File: src/rtl/opnd_mover_pkg.sv
package opnd_mover_pkg;

  typedef enum logic [2:0] {
    ST_IDLE,
    ST_ARMED,
    ST_REQ,
    ST_XFER,
    ST_FIN
  } stateT;

  typedef struct packed {
    logic loadCmd;
    logic captureHost;
    logic captureBus;
  } strobeT;

endpackage

File: src/rtl/opnd_mover_ctrl.sv
module opnd_mover_ctrl
  import opnd_mover_pkg::*;
(
  input  logic   clk,
  input  logic   rstN,
  input  logic   cmdValid,
  input  logic   hostRd,
  input  logic   hostDone,
  input  logic   busGnt,
  input  logic   mDone,
  input  logic   isStore,
  input  logic   singleWord,
  input  logic   lastWord,
  output strobeT strobe,
  output logic   busReq,
  output logic   mRd,
  output logic   mWr,
  output logic   opDone
);

  stateT state, nextState;
  logic  drive;
  logic  finalBeat;

  always_ff @(posedge clk or negedge rstN) begin
    if (!rstN) state <= ST_IDLE;
    else       state <= nextState;
  end

  assign drive     = (state == ST_XFER) && busGnt;
  assign finalBeat = drive && mDone && lastWord;

  always_comb begin
    nextState = state;
    strobe    = '0;
    busReq    = 1'b0;
    mRd       = 1'b0;
    mWr       = 1'b0;
    opDone    = 1'b0;
    case (state)
      ST_IDLE: begin
        if (cmdValid) begin
          strobe.loadCmd = 1'b1;
          nextState      = ST_ARMED;
        end
      end
      ST_ARMED: begin
        if (hostRd && hostDone) begin
          strobe.captureHost = 1'b1;
          nextState = (!isStore && singleWord) ? ST_FIN : ST_REQ;
        end
      end
      ST_REQ: begin
        busReq = 1'b1;
        if (busGnt) nextState = ST_XFER;
      end
      ST_XFER: begin
        busReq = !finalBeat;
        mRd    = drive && !isStore;
        mWr    = drive && isStore;
        if (drive && mDone) begin
          strobe.captureBus = 1'b1;
          if (lastWord) nextState = ST_FIN;
        end
      end
      ST_FIN: begin
        opDone    = 1'b1;
        nextState = ST_IDLE;
      end
      default: nextState = ST_IDLE;
    endcase
  end

endmodule

File: src/rtl/opnd_mover_datapath.sv
module opnd_mover_datapath
  import opnd_mover_pkg::*;
#(
  parameter int ADDR_W    = 20,
  parameter int DATA_W    = 16,
  parameter int MAX_WORDS = 5,
  localparam int IDX_W    = $clog2(MAX_WORDS + 1),
  localparam int BUF_W    = DATA_W * MAX_WORDS
) (
  input  logic              clk,
  input  logic              rstN,
  input  strobeT            strobe,
  input  logic [IDX_W-1:0]  cmdWords,
  input  logic              cmdStore,
  input  logic [BUF_W-1:0]  storeData,
  input  logic [ADDR_W-1:0] hostAddr,
  input  logic [DATA_W-1:0] hostData,
  input  logic [DATA_W-1:0] mRdData,
  output logic              isStore,
  output logic              singleWord,
  output logic              lastWord,
  output logic [ADDR_W-1:0] mAddr,
  output logic [DATA_W-1:0] mWrData,
  output logic [BUF_W-1:0]  opData
);

  logic [ADDR_W-1:0] baseAddr;
  logic [IDX_W-1:0]  wordCount;
  logic [IDX_W-1:0]  wordIdx;
  logic              storeDir;
  logic [DATA_W-1:0] bufWords [MAX_WORDS];

  always_ff @(posedge clk or negedge rstN) begin
    if (!rstN) begin
      baseAddr  <= '0;
      wordCount <= IDX_W'(1);
      wordIdx   <= '0;
      storeDir  <= 1'b0;
    end else begin
      if (strobe.loadCmd) begin
        wordCount <= cmdWords;
        storeDir  <= cmdStore;
      end
      if (strobe.captureHost) begin
        baseAddr <= hostAddr;
        wordIdx  <= storeDir ? '0 : IDX_W'(1);
      end
      if (strobe.captureBus) wordIdx <= wordIdx + IDX_W'(1);
    end
  end

  for (genvar i = 0; i < MAX_WORDS; i++) begin : g_word
    always_ff @(posedge clk or negedge rstN) begin
      if (!rstN) begin
        bufWords[i] <= '0;
      end else if (strobe.loadCmd) begin
        bufWords[i] <= cmdStore ? storeData[i*DATA_W +: DATA_W] : '0;
      end else if (strobe.captureHost && !storeDir && i == 0) begin
        bufWords[i] <= hostData;
      end else if (strobe.captureBus && !storeDir && wordIdx == IDX_W'(i)) begin
        bufWords[i] <= mRdData;
      end
    end
    assign opData[i*DATA_W +: DATA_W] = bufWords[i];
  end

  assign isStore    = storeDir;
  assign singleWord = (wordCount == IDX_W'(1));
  assign lastWord   = (wordIdx == wordCount - IDX_W'(1));
  assign mAddr      = baseAddr + (ADDR_W'(wordIdx) << 1);
  assign mWrData    = bufWords[wordIdx];

endmodule

File: src/rtl/opnd_mover.sv
module opnd_mover
  import opnd_mover_pkg::*;
#(
  parameter int ADDR_W    = 20,
  parameter int DATA_W    = 16,
  parameter int MAX_WORDS = 5,
  localparam int IDX_W    = $clog2(MAX_WORDS + 1),
  localparam int BUF_W    = DATA_W * MAX_WORDS
) (
  input  logic              clk,
  input  logic              rstN,
  input  logic              cmdValid,
  input  logic [IDX_W-1:0]  cmdWords,
  input  logic              cmdStore,
  input  logic [BUF_W-1:0]  storeData,
  input  logic [ADDR_W-1:0] hostAddr,
  input  logic [DATA_W-1:0] hostData,
  input  logic              hostRd,
  input  logic              hostDone,
  output logic              busReq,
  input  logic              busGnt,
  output logic [ADDR_W-1:0] mAddr,
  output logic [DATA_W-1:0] mWrData,
  input  logic [DATA_W-1:0] mRdData,
  output logic              mRd,
  output logic              mWr,
  input  logic              mDone,
  output logic              opDone,
  output logic [BUF_W-1:0]  opData
);

  strobeT strobe;
  logic   isStore, singleWord, lastWord;

  opnd_mover_ctrl u_ctrl (
    .clk(clk), .rstN(rstN), .cmdValid(cmdValid), .hostRd(hostRd),
    .hostDone(hostDone), .busGnt(busGnt), .mDone(mDone),
    .isStore(isStore), .singleWord(singleWord), .lastWord(lastWord),
    .strobe(strobe), .busReq(busReq), .mRd(mRd), .mWr(mWr), .opDone(opDone)
  );

  opnd_mover_datapath #(
    .ADDR_W(ADDR_W), .DATA_W(DATA_W), .MAX_WORDS(MAX_WORDS)
  ) u_dp (
    .clk(clk), .rstN(rstN), .strobe(strobe), .cmdWords(cmdWords),
    .cmdStore(cmdStore), .storeData(storeData), .hostAddr(hostAddr),
    .hostData(hostData), .mRdData(mRdData), .isStore(isStore),
    .singleWord(singleWord), .lastWord(lastWord), .mAddr(mAddr),
    .mWrData(mWrData), .opData(opData)
  );

endmodule

File: config.mk
export PLATFORM = sky130hd
export DESIGN_NAME = opnd_mover
export DESIGN_NICKNAME = d
export VERILOG_FILES = /design/src/rtl/opnd_mover_pkg.sv /design/src/rtl/opnd_mover_ctrl.sv /design/src/rtl/opnd_mover_datapath.sv /design/src/rtl/opnd_mover.sv
export SDC_FILE = /design/constraint.sdc
export NUM_CORES = 1
export LEC_CHECK = 0
export BUFFER_PORTS_ARGS = -buffer_cell sky130_fd_sc_hd__buf_2
export CAP_MARGIN = 40
export CORE_MARGIN = 10
export CORE_UTILIZATION = 25
export CTS_CLUSTER_SIZE = 25
export DETAILED_ROUTE_END_ITERATION = 7
export RECOVER_POWER = 50
export SYNTH_ARGS = -nofsm -noshare
export SYNTH_HDL_FRONTEND = slang
export SYNTH_SLANG_ARGS = --single-unit
File: constraint.sdc
create_clock -name clk -period 5.65 [get_ports clk]
set_clock_uncertainty 0.1 [all_clocks]
set_input_delay 1.13 -clock clk [delete_from_list [all_inputs] [get_ports clk]]
set_output_delay 1.13 -clock clk [all_outputs]
set_load 0.1 [all_outputs]
# Yosys cells after proc, flatten, opt, wreduce, memory -nomap -nowiden
# Index checks and enable logic that the tools add are counted.
# classes
n_shift	0
magnitude_cmp	1
mul	0
mux	39
n_eq_ne	15
reduce_logical	25
div	0
bitwise_logic	1
n_addsub	3
# op_table
cell	n
$mux W16	18
$bmux W16 S3	1
$mux W3	8
$add A20 B4 Y20	1
$logic_and A1 B1 Y1	14
$eq A3 B2 Y1 const B	4
$pmux W3 S4	1
$mux W1	10
$reduce_bool A2 Y1	5
$eq A3 B1 Y1 const B	3
$eq A3 B3 Y1 const B	2
$logic_not A3 Y1	2
$ne A2 B2 Y1 const B	3
$reduce_and A5 Y1	1
$ge A4 B4 Y1 const B	1
$ne A2 B1 Y1 const B	2
$not A3 Y4	1
$add A3 B1 Y3 const B	1
$eq A3 B3 Y1	1
$reduce_bool A3 Y1	1
$sub A3 B1 Y3 const B	1
$logic_not A1 Y1	2
$pmux W1 S2	1
# word_totals
mem_bits_ro	0
memories	0
wordCells	94
register_bits	110
output_inout_bits	120
ram_bits	0
latch_bits	0

# Longest topological paths before layout
# Gate-level depths: netlist (run 1).
# logic_depth
word_depth	10
mapped_depth	10

# By module
# A second synthesis (run 1) with hierarchy kept.
# hier_totals
cells_unflattened	646
hier_area_um2	6090.8
# modules_own_cells
module	area_per_inst_um2	cells_per_inst	n_inst
opnd_mover_datapath	5871.9	620	1
opnd_mover_ctrl	219.0	26	1

# Worst setup path before layout (run 1)
# OpenSTA, ideal clock, no wires.
# synth_path
path_type	input to output
from	input mDone
to	output busReq
arrival_time_ns	3.540
setup_slack_ns	0.880
t_required_ns	4.420
cell_stages	3
cell_sequence	nand3_1 -> nor3_1 -> nor3b_1
# synth_between
elab_chain_cells	4
# synth_lines
item	line	text
start: declaration	opnd_mover.sv:27	input logic mDone,
$logic_and A1 B1 Y1 (2 in series)	opnd_mover_ctrl.sv:31	assign finalBeat = drive && mDone && lastWord;
$logic_not A1 Y1	opnd_mover_ctrl.sv:58	busReq = !finalBeat;
$pmux W1 S2	opnd_mover_ctrl.sv:40	case (state)
end: declaration	opnd_mover.sv:20	output logic busReq,
# Every way passes these cells.

# Worst setup path in the final report (run 1)
# layout_path
from	input cmdValid
to	register u_dp.bufWords, in the netlist u_dp.opData[67]
# layout_between
elab_chain_cells	3
word_cells_on_any_way	4
classes_between	mux: 3; reduce/logical: 1
# layout_lines
item	line	text
start: declaration	opnd_mover.sv:12	input logic cmdValid,
$mux W1 *	opnd_mover_ctrl.sv:42	if (cmdValid) begin
$mux W1 *	opnd_mover_ctrl.sv:40	
$mux W16 / $reduce_bool A2 Y1 (equally long branches)	-	
end signal: indexed assignment	opnd_mover_datapath.sv:57	bufWords[i] <= cmdStore ? storeData[i*DATA_W +: DATA_W] : '0;
end signal: indexed assignment	opnd_mover_datapath.sv:59	bufWords[i] <= hostData;
end signal: indexed assignment	opnd_mover_datapath.sv:61	bufWords[i] <= mRdData;
end: declaration	opnd_mover_datapath.sv:31	logic [DATA_W-1:0] bufWords [MAX_WORDS];
# Mark *: on every way between the ends. The rest lies on a longest branch, timed or not.
# A chain may end at the register's enable or synchronous reset.

==> key figures, run 1 <==
Worst setup path
  – CP max FO: 38
  – Worst EP required: 5.83 ns
  – R2R Setup Slk: approximately 1.7 ns
  – Worst path max stage delay: 1.59 ns
  – Reg2reg end: u_dp.opData[67]$_DFFE_PN0P_
  – CP startpoint: cmdValid
  – Cells along the critical path: clkbuf_1, nor4b_1, and2_2, buf_4, a21oi_1, o21ai_0
  – Worst reg-to-reg path cell count: 5
  – Setup Crit Path Kind: in2reg
  – Slowest CP cell: nor4b_1
  – WP data arrival: between 4 and 5 ns
  – Setup crit end kind: flop
  – Startpoint Class: input port
  – Reg-to-reg startpoint: u_ctrl.state[0]$_DFFE_PN0P_

GRT
  – Tot GR Track Use: 15.4%
  – Grt total ovfl: 0
  – Vias in the first global route: 6049
  – Pin count of the biggest net entering global routing: 59
  – Initial antenna violation count: 2
  – First-pass GRT wire length: ~37000 um

STA
  – RSZ-0062 raised after global routing: no
  – Slew headroom: -117%
  – Worst hold slack: between 0.4 and 0.5 ns
  – Total negative slack: 0 ns
  – Final setup fails: 0
  – Max-slew violations: slightly below 70
  – Tmin final: approximately 4.2 ns
  – Worst slew pin tran: around 3.3 ns
  – Fin crit share: roughly three quarters
  – Endpoints failing hold: 0
  – FMAX: roughly 0.24 GHz

CTS
  – Clk Latency, worst-skew pair: between 0.3 and 0.4 ns
  – Cts bufs inserted: 9
  – Cts hold-fix bufs: 0
  – Resize count post-CTS: 0
  – CTS root buf: clkbuf_16
  – CTS tree: built
  – Clock sinks: 110
  – H-tree depth: 3
  – Clock Tree Buf Depth: 2
  – Clock Pin Slew Worst Setup and Hold Paths: about 0.090 ns
  – Setup bufs post-CTS: 0

Layout
  – Non-filler instance count after layout: roughly 1200
  – Post-route cell area: 0.00800 mm^2
  – Layout cell share with drive strength beyond 1: approximately 38%
  – Area growth syn-to-layout: 31.8%
  – Nets: 1000
  – Filler cells: between 2000 and 3000

Worst hold path
  – Hold_sp: u_dp.baseAddr[0]$_DFFE_PN0N_
  – Hold Path Sink: u_dp.baseAddr[0]$_DFFE_PN0N_
  – Hold path cells: 1
  – Hold WC Path Type: reg2reg

Yosys
  – Seq/Total Area, Yosys: ~45%
  – Mapped Cells: 600
  – Synth area leaders: dfrtp_1, a21oi_1, mux4_2
  – Number of flops mapped to enable cells by yosys: 0
  – Largest area contributor in the netlist: dfrtp_1
  – Mapped Area: roughly 0.006 mm^2
  – Share of the synthesized area in the top cell type: 44.9%
  – Avg Inst Size Synth: around 10 um^2
  – Flops & latches, synth: 110
  – Yosys warns: 0
  – Most numerous cell in the Yosys netlist: dfrtp_1
  – Yosys cell types: 50
  – Asr flop ratio synth: 100%
  – Syn nets: 754
  – Most frequent cells after synthesis: dfrtp_1, a21oi_1, nand2_1
  – Synth Flop Type: dfrtp_1

Floorplan
  – Core region area: around 0.024 mm^2
  – Die height: roughly 180 um
  – Top Ports: 263
  – Initial Util: ~26%
  – Rows: 56
  – Die area: between 0.03 and 0.04 mm^2
  – Die X: roughly 180 um

Routing
  – Iter 0 DRT Violations: approximately 340
  – First-pass iteration count of the detailed router: 4
  – Vias per cell: slightly below 5
  – Routed vias: ~5600
  – Detailed Route WL: roughly 24000 um
  – DRC errors left: 0
  – WL per Instance: a little over 20 um
  – Detail Route Antenna Nets: 0

Run status
  – Status: finished with violations
  – Failing checks: max-capacitance violations, max-slew violations

Placement
  – Hpwl dp: 18600 um
  – Placed insts: about 1200
  – PortBufs: between 200 and 300
  – RePlAce Congestion: around 0.83
  – DP Area: roughly 0.0078 mm^2

Flow run
  – Max-cap violations: 2
placed cells by master (no fill, tap or decap), drive strengths merged, types with 2 or more instances in the layout:
cell,synthesis,final
a21oi,102,102
and3,3,3
mux2,20,20
dfrtp,109,109
and4,2,2
nand4,5,5
nor2,38,38
nor3,5,5
o31ai,2,2
buf,31,249
and2,19,19
inv,8,12
ha,10,10
xor2,6,6
a211oi,17,17
a31oi,2,2
nand2b,2,2
clkbuf,12,38
nand3,6,6
nand2,64,64
o21ai,50,50
xnor2,15,15
clkinv,1,3
a22o,17,17
mux4,16,16
nor3b,3,3
a21o,2,2
mux2i,18,18
kinds of logic after synthesis:
logic type / after synthesis / synth area share (%)
AOI/OAI and AO/OA: 197 / 18.8
xor gates and xnor gates: 21 / 3.03
adders and majority gates: 11 / 2.39
buffers and inverters: 52 / 5.01
DFF: 110 / 45.4
muxes: 54 / 12.6
and+or+nand+nor: 155 / 12.8
worst max-delay path, delay by kind of cell:
family | cells | cell delay [ns]
AND/OR/NAND/NOR | 2 | 2.35
buffers and inverters | 2 | 0.59
AO/OA/AOI/OAI | 2 | 0.32
flip-flops by register name, indices dropped and copies added (netlist names):
signal          flops
u_dp.isStore        1
u_dp.wordCount      3
u_ctrl.state        3
u_dp.baseAddr      20
u_dp.wordIdx        3
u_dp.opData        80
how the worst max path moves through the flow:
| stage | end | slack (ns) | depth (start not counted) |
|---|---|---|---|
| finish | u_dp.opData[67]$_DFFE_PN0P_ | 1.41 | 6 |
| detailed placement | mAddr[19] | 1.81 | 7 |
| floorplan | busReq | 0.88 | 3 |
| CTS | mAddr[19] | 1.40 | 7 |
| global route | u_dp.wordIdx[0]$_DFFE_PN0P_ | 0.92 | 1 |
| global placement | mAddr[19] | 1.44 | 7 |
through the flow:
stage | utilization, % | setup WS, ns
finish | 33.8 | 1.41
global route | 33.8 | 0.921
CTS | 34.2 | 1.40
detailed placement | 32.9 | 1.81
global placement | 32.2 | 1.44
floorplan | - | 0.880
final cells by class:
| cell class | instances | area [um^2] | area share (%) |
|---|---|---|---|
| tap | 319 | 399 | 4.99 |
| antenna | 1 | 2.50 | 0.0313 |
| clock buffer | 10 | 239 | 2.99 |
| timing repair buffer | 278 | 1470 | 18.4 |
| sequential | 110 | 2760 | 34.4 |
| multi-input combinational | 438 | 3040 | 38.0 |
| inverter | 9 | 33.8 | 0.422 |
| clock inverter | 6 | 60.1 | 0.751 |
layer usage:
metal	GRT usage (%)	up-vias	part of all wire (%)
met4	4.10	2	1.6
met2	25.5	234	48
met1	18.9	2737	43
li1	-	2646	-
met3	4.70	24	7.9
met5	0	-	0.054
Power of run 1 is left out: the tool's default activity adds up to more than one toggle a clock period on the data nets, which glitch-free logic cannot reach.
==> inputs of run 2 (changes only) <==
clock period = 3.44 ns   (was 5.65 ns; I/O delays follow)
==> key figures, run 2 (same netlist as run 1, synthesis figures left out) <==
Run status
  – Status: finished with violations
  – Failing checks: max-capacitance violations, max-slew violations

STA
  – Tmin final: about 3.3 ns
  – Fin crit share: a little over nine tenths
  – Final setup fails: 0 (unchanged)
  – Worst slew pin tran: 1.87 ns (-1.39 ns)
  – Total negative slack: 0 ns (unchanged)
  – Endpoints failing hold: 0 (unchanged)
  – RSZ-0062 raised after global routing: no
  – FMAX: around 0.31 GHz
  – Slew headroom: -24.7% (+92 points)
  – Max-slew violations: 34 (-51%)

Placement
  – PortBufs: 262 (unchanged)
  – Hpwl dp: 19300 um (+4.0%)
  – RePlAce Congestion: 0.846 (+1.7%)
  – DP Area: 0.00833 mm^2 (+6.8%)

Flow run
  – Max-cap violations: 1 (-1)

Worst hold path
  – Hold WC Path Type: reg2reg

GRT
  – Initial antenna violation count: 4 (+2)
  – First-pass GRT wire length: 37300 um (+2.1%)
  – Vias in the first global route: 6062 (+0.21%)
  – Tot GR Track Use: 15.7% (+0.35 points)
  – Pin count of the biggest net entering global routing: 54 (-8.5%)
  – Grt total ovfl: 0 (unchanged)

Worst setup path
  – Startpoint Class: flop
  – WP data arrival: 2.47 ns (-1.95 ns)
  – Worst EP required: 2.65 ns (-3.18 ns)
  – Setup crit end kind: primary output
  – Setup Crit Path Kind: reg2out
  – CP max FO: 7 (-82%)

CTS
  – Resize count post-CTS: 0 (unchanged)
  – Cts bufs inserted: 9 (unchanged)
  – Clock Pin Slew Worst Setup and Hold Paths: 0.08 ns (about the same)
  – Cts hold-fix bufs: 0 (unchanged)
  – CTS root buf: clkbuf_16
  – CTS tree: built
  – H-tree depth: 3 (unchanged)
  – Clk Latency, worst-skew pair: 0.36 ns (about the same)
  – Setup bufs post-CTS: 0 (unchanged)
  – Clock Tree Buf Depth: 2 (unchanged)
  – Clock sinks: 110 (unchanged)

Floorplan
  – Die X: 176 um (unchanged)
  – Die area: 0.0309 mm^2 (unchanged)
  – Rows: 56 (unchanged)
  – Top Ports: 263 (unchanged)
  – Initial Util: 25.6% (unchanged)
  – Core region area: 0.0237 mm^2 (unchanged)
  – Die height: 176 um (unchanged)

Routing
  – Iter 0 DRT Violations: 305 (-9.8%)
  – DRC errors left: 0 (unchanged)
  – Detail Route Antenna Nets: 0 (unchanged)
  – WL per Instance: 20.9 um (+1.5%)
  – Routed vias: 5632 (-0.19%)
  – Vias per cell: 4.77 (-1.0%)
  – First-pass iteration count of the detailed router: 4 (unchanged)
  – Detailed Route WL: 24700 um (+2.3%)

Layout
  – Layout cell share with drive strength beyond 1: 36.9% (-0.97 points)
  – Commonest non-fill, non-tap cell in the layout: buf_2
  – Commonest non-fill, non-tap cells in the layout: buf_2, dfrtp_1, a21oi_1, nand2_1, clkbuf_1
  – Filler cells: 2504 (-0.20%)
  – Nets: 1006 (+0.60%)
  – Post-route cell area: 0.00851 mm^2 (+6.4%)
  – Area growth syn-to-layout: 40.3%
  – Max FFs per register: 80 (unchanged)
  – Post-Route Utilization: 36.0% (+2.2 points)
[run 2: changes by cell type in the layout (fill, tap and decap cells not counted), sizes merged]
cell / previous run / this run
clkinvlp: 0 / 1
clkinv: 3 / 2
clkbuf: 38 / 71
buf: 249 / 223
clkdlybuf4s18: 1 / 0
diode: 1 / 5
[run 2: stage by stage]
stage / cells / hold WS, ns / setup WS [ns]
6_report: 1181 / 0.411 / 0.180
5_1_grt: 1177 / 0.429 / 0.00531
4_1_cts: 1176 / 0.185 / 0.115
3_5_place_dp: 1160 / 0.393 / 0.528
3_3_place_gp: 1157 / 0.381 / 0.568
2_1_floorplan: 600 / 0.292 / 0.0404
[run 2: path summary, 6_finish.rpt]
kind	startpoint	depth (start not counted)	end	slack [ns]
max	u_dp.wordIdx[2]$_DFFE_PN0P_	6	mAddr[15]	0.18
min in group asynchronous	rstN	1	u_dp.isStore$_DFFE_PN0P_	0.73
max in group asynchronous	rstN	2	u_dp.opData[55]$_DFFE_PN0P_	0.78
min	u_dp.baseAddr[0]$_DFFE_PN0N_	1	u_dp.baseAddr[0]$_DFFE_PN0N_	0.41
max reg2reg	u_ctrl.state[1]$_DFFE_PN0P_	7	u_dp.opData[66]$_DFFE_PN0P_	0.28
min reg2reg	u_dp.baseAddr[0]$_DFFE_PN0N_	1	u_dp.baseAddr[0]$_DFFE_PN0N_	0.41
[run 2: layout make-up]
class                           instances  area [um^2]  share of cell area [%]
Tap cell                              319          399                    4.69
Clock inverter                          6         53.8                   0.632
Sequential cell                       110         2760                    32.4
Timing Repair Buffer                  284         1860                    21.8
Antenna cell                            5         12.5                   0.147
Clock buffer                           10          229                    2.69
Inverter                                9         33.8                   0.397
Multi-Input combinational cell        438         3170                    37.3
[run 2: worst max-delay path: stages (launching register included)]
cell and delay, ns:
dfrtp_1 0.47, ha_1 0.43, a21oi_1 0.12, nor3b_1 0.46
nand4_1 0.21, xnor2_2 0.22, buf_12 0.20
[run 2: per-layer routing]
layer	vias to the layer above	track usage [%]	share of wire, %
met5	-	0	0.085
met4	4	5.72	2.6
met3	36	5.92	8.8
met2	250	24.5	45
met1	2677	19.4	43
li1	2665	-	-
Power of run 2 is left out for the same reason.
==> inputs of run 3 (changes only) <==
CAP_MARGIN = not set   (was 40)
RECOVER_POWER = 100   (was 50)
==> key figures, run 3 (same netlist as run 1, synthesis figures left out) <==
Run status
  – Status: finished with violations
  – Failing checks: max-capacitance violations, max-slew violations

STA
  – Slew headroom: -29.6% (-4.9 points)
  – Fin crit share: 95.0% (+0.26 points)
  – Endpoints failing hold: 0 (unchanged)
  – RSZ-0062 raised after global routing: no
  – Fin worst setup slack: 0.171 ns (-0.00902 ns)
  – FMAX: 0.306 GHz (-0.28%)
  – Total negative slack: 0 ns (unchanged)
  – Worst slew pin tran: 1.94 ns (+0.0735 ns)
  – Tmin final: 3.27 ns (+0.00902 ns)
  – Final setup fails: 0 (unchanged)
  – Max-slew violations: 66 (+94%)

Worst setup path
  – Slowest CP cell: fa_1
  – Reg-to-reg startpoint: u_ctrl.state[0]$_DFFE_PN0P_
  – Worst EP required: 2.65 ns (about the same)
  – Setup crit end kind: primary output
  – Worst path max stage delay: 0.49 ns (+0.02 ns)
  – WP data arrival: 2.48 ns (about the same)
  – Cells along the critical path: ha_1, fa_1, a21oi_1, nor2_1, nand4_1, xnor2_2, buf_2
  – CP startpoint: u_dp.wordIdx[0]$_DFFE_PN0P_
  – Startpoint Class: flop
  – Buf+Inv Stages, Crit Path: 1 (unchanged)
  – CP max FO: 3 (-4)
  – CP top delay family: adder cells
  – Setup Crit Path Kind: reg2out

Routing
  – Detail Route Antenna Nets: 0 (unchanged)
  – First-pass iteration count of the detailed router: 4 (unchanged)
  – WL per Instance: 20.9 um (+0.16%)
  – Iter 0 DRT Violations: 205 (-33%)
  – DRC errors left: 0 (unchanged)
  – Vias per cell: 4.78 (+0.26%)
  – Detailed Route WL: 24600 um (-0.34%)
  – Routed vias: 5618 (-0.25%)

CTS
  – Clock sinks: 110 (unchanged)
  – Clock Tree Buf Depth: 2 (unchanged)
  – Cts hold-fix bufs: 0 (unchanged)
  – Clk Latency, worst-skew pair: 0.35 ns (about the same)
  – Clock Pin Slew Worst Setup and Hold Paths: 0.08 ns (about the same)
  – CTS tree: built
  – Cts bufs inserted: 9 (unchanged)
  – CTS root buf: clkbuf_16
  – H-tree depth: 3 (unchanged)

Placement
  – RePlAce Congestion: 0.846 (unchanged)
  – DP Worst Slack: 0.520 ns (-0.00812 ns)
  – PortBufs: 262 (unchanged)
  – Hpwl dp: 18900 um (-2.2%)
  – DP Area: 0.00826 mm^2 (-0.84%)

GRT
  – Vias in the first global route: 6128 (+1.1%)
  – Initial antenna violation count: 2 (-2)
  – Grt total ovfl: 0 (unchanged)
  – Pin count of the biggest net entering global routing: 54 (unchanged)
  – Tot GR Track Use: 15.7% (-0.040 points)
  – First-pass GRT wire length: 37300 um (about the same)

Floorplan
  – Core region area: 0.0237 mm^2 (unchanged)
  – Die height: 176 um (unchanged)
  – Rows: 56 (unchanged)
  – Die area: 0.0309 mm^2 (unchanged)
  – Initial Util: 25.6% (unchanged)
  – Die X: 176 um (unchanged)
  – Top Ports: 263 (unchanged)

Worst hold path
  – Hold WC Path Type: reg2reg
  – Hold_sp: u_dp.opData[78]$_DFFE_PN0P_

Layout
  – Post-route cell area: 0.00806 mm^2 (-5.3%)
  – Multi-input logic area: 0.00310 mm^2 (-2.4%)
  – Nets: 1003 (-0.30%)
  – Max FFs per register: 80 (unchanged)
  – Commonest non-fill, non-tap cells in the layout: buf_2, dfrtp_1, a21oi_1, clkbuf_1, nand2_1
  – Register Area: 0.00276 mm^2 (unchanged)
  – Filler cells: 2575 (+2.8%)
  – Layout cell share with drive strength beyond 1: 32.0% (-4.9 points)
  – Area growth syn-to-layout: 32.9%
  – Commonest non-fill, non-tap cell in the layout: buf_2

Flow run
  – Max-cap violations: 2 (+1)
[run 3: cell count changes in the layout (fill, tap and decap cells not counted), sizes merged]
| cell | previous run | this run |
|---|---|---|
| buf | 223 | 166 |
| clkbuf | 71 | 125 |
| diode | 5 | 2 |
| clkinv | 2 | 3 |
| inv | 12 | 11 |
[run 3: final cells by class]
class                           count  area share [%]
Antenna cell                        2          0.0621
Sequential cell                   110            34.2
Clock inverter                      6           0.667
Multi-Input combinational cell    438            38.4
Clock buffer                       10            2.84
Inverter                            9           0.419
Timing Repair Buffer              281            18.5
Tap cell                          319            4.95
[run 3: metal layers]
metal	GRT usage, %	share of wire, %	vias up
met5	0	0.028	-
met4	5.23	2.3	2
met3	5.77	9.1	34
met2	24.9	46	250
met1	19.1	43	2678
li1	-	-	2654
[run 3: final timing paths]
path,endpoint,slack [ns],cells past startpoint
setup / recovery,mAddr[11],0.17,7
hold / removal,u_dp.opData[78]$_DFFE_PN0P_,0.41,2
setup reg to reg,u_dp.opData[24]$_DFFE_PN0P_,0.48,4
hold reg to reg,u_dp.opData[78]$_DFFE_PN0P_,0.41,2
max in group asynchronous,u_dp.opData[3]$_DFFE_PN0P_,0.93,2
min in group asynchronous,u_dp.opData[32]$_DFFE_PN0P_,0.78,1
[run 3: metrics by stage]
step / util, % / cells / hold slack, ns
2_1_floorplan: - / 600 / 0.292
5_1_grt: 34.0 / 1173 / 0.430
4_1_cts: 36.1 / 1173 / 0.191
3_3_place_gp: 34.9 / 1157 / 0.381
3_5_place_dp: 34.9 / 1157 / 0.393
6_report: 34.1 / 1175 / 0.409
[run 3: repair_timing]
item                       in CTS  in global routing
buffers inserted                0                  0
gates resized for setup         0                  2
setup endpoints to repair       0                  3
[run 3: worst min-delay path, delay by kind of cell, from the launching register on]
kind            cells  cell delay [ns]
compound gates      1             0.06
flops               1             0.37
simple gates        1             0.05
Power of run 3 is left out for the same reason.
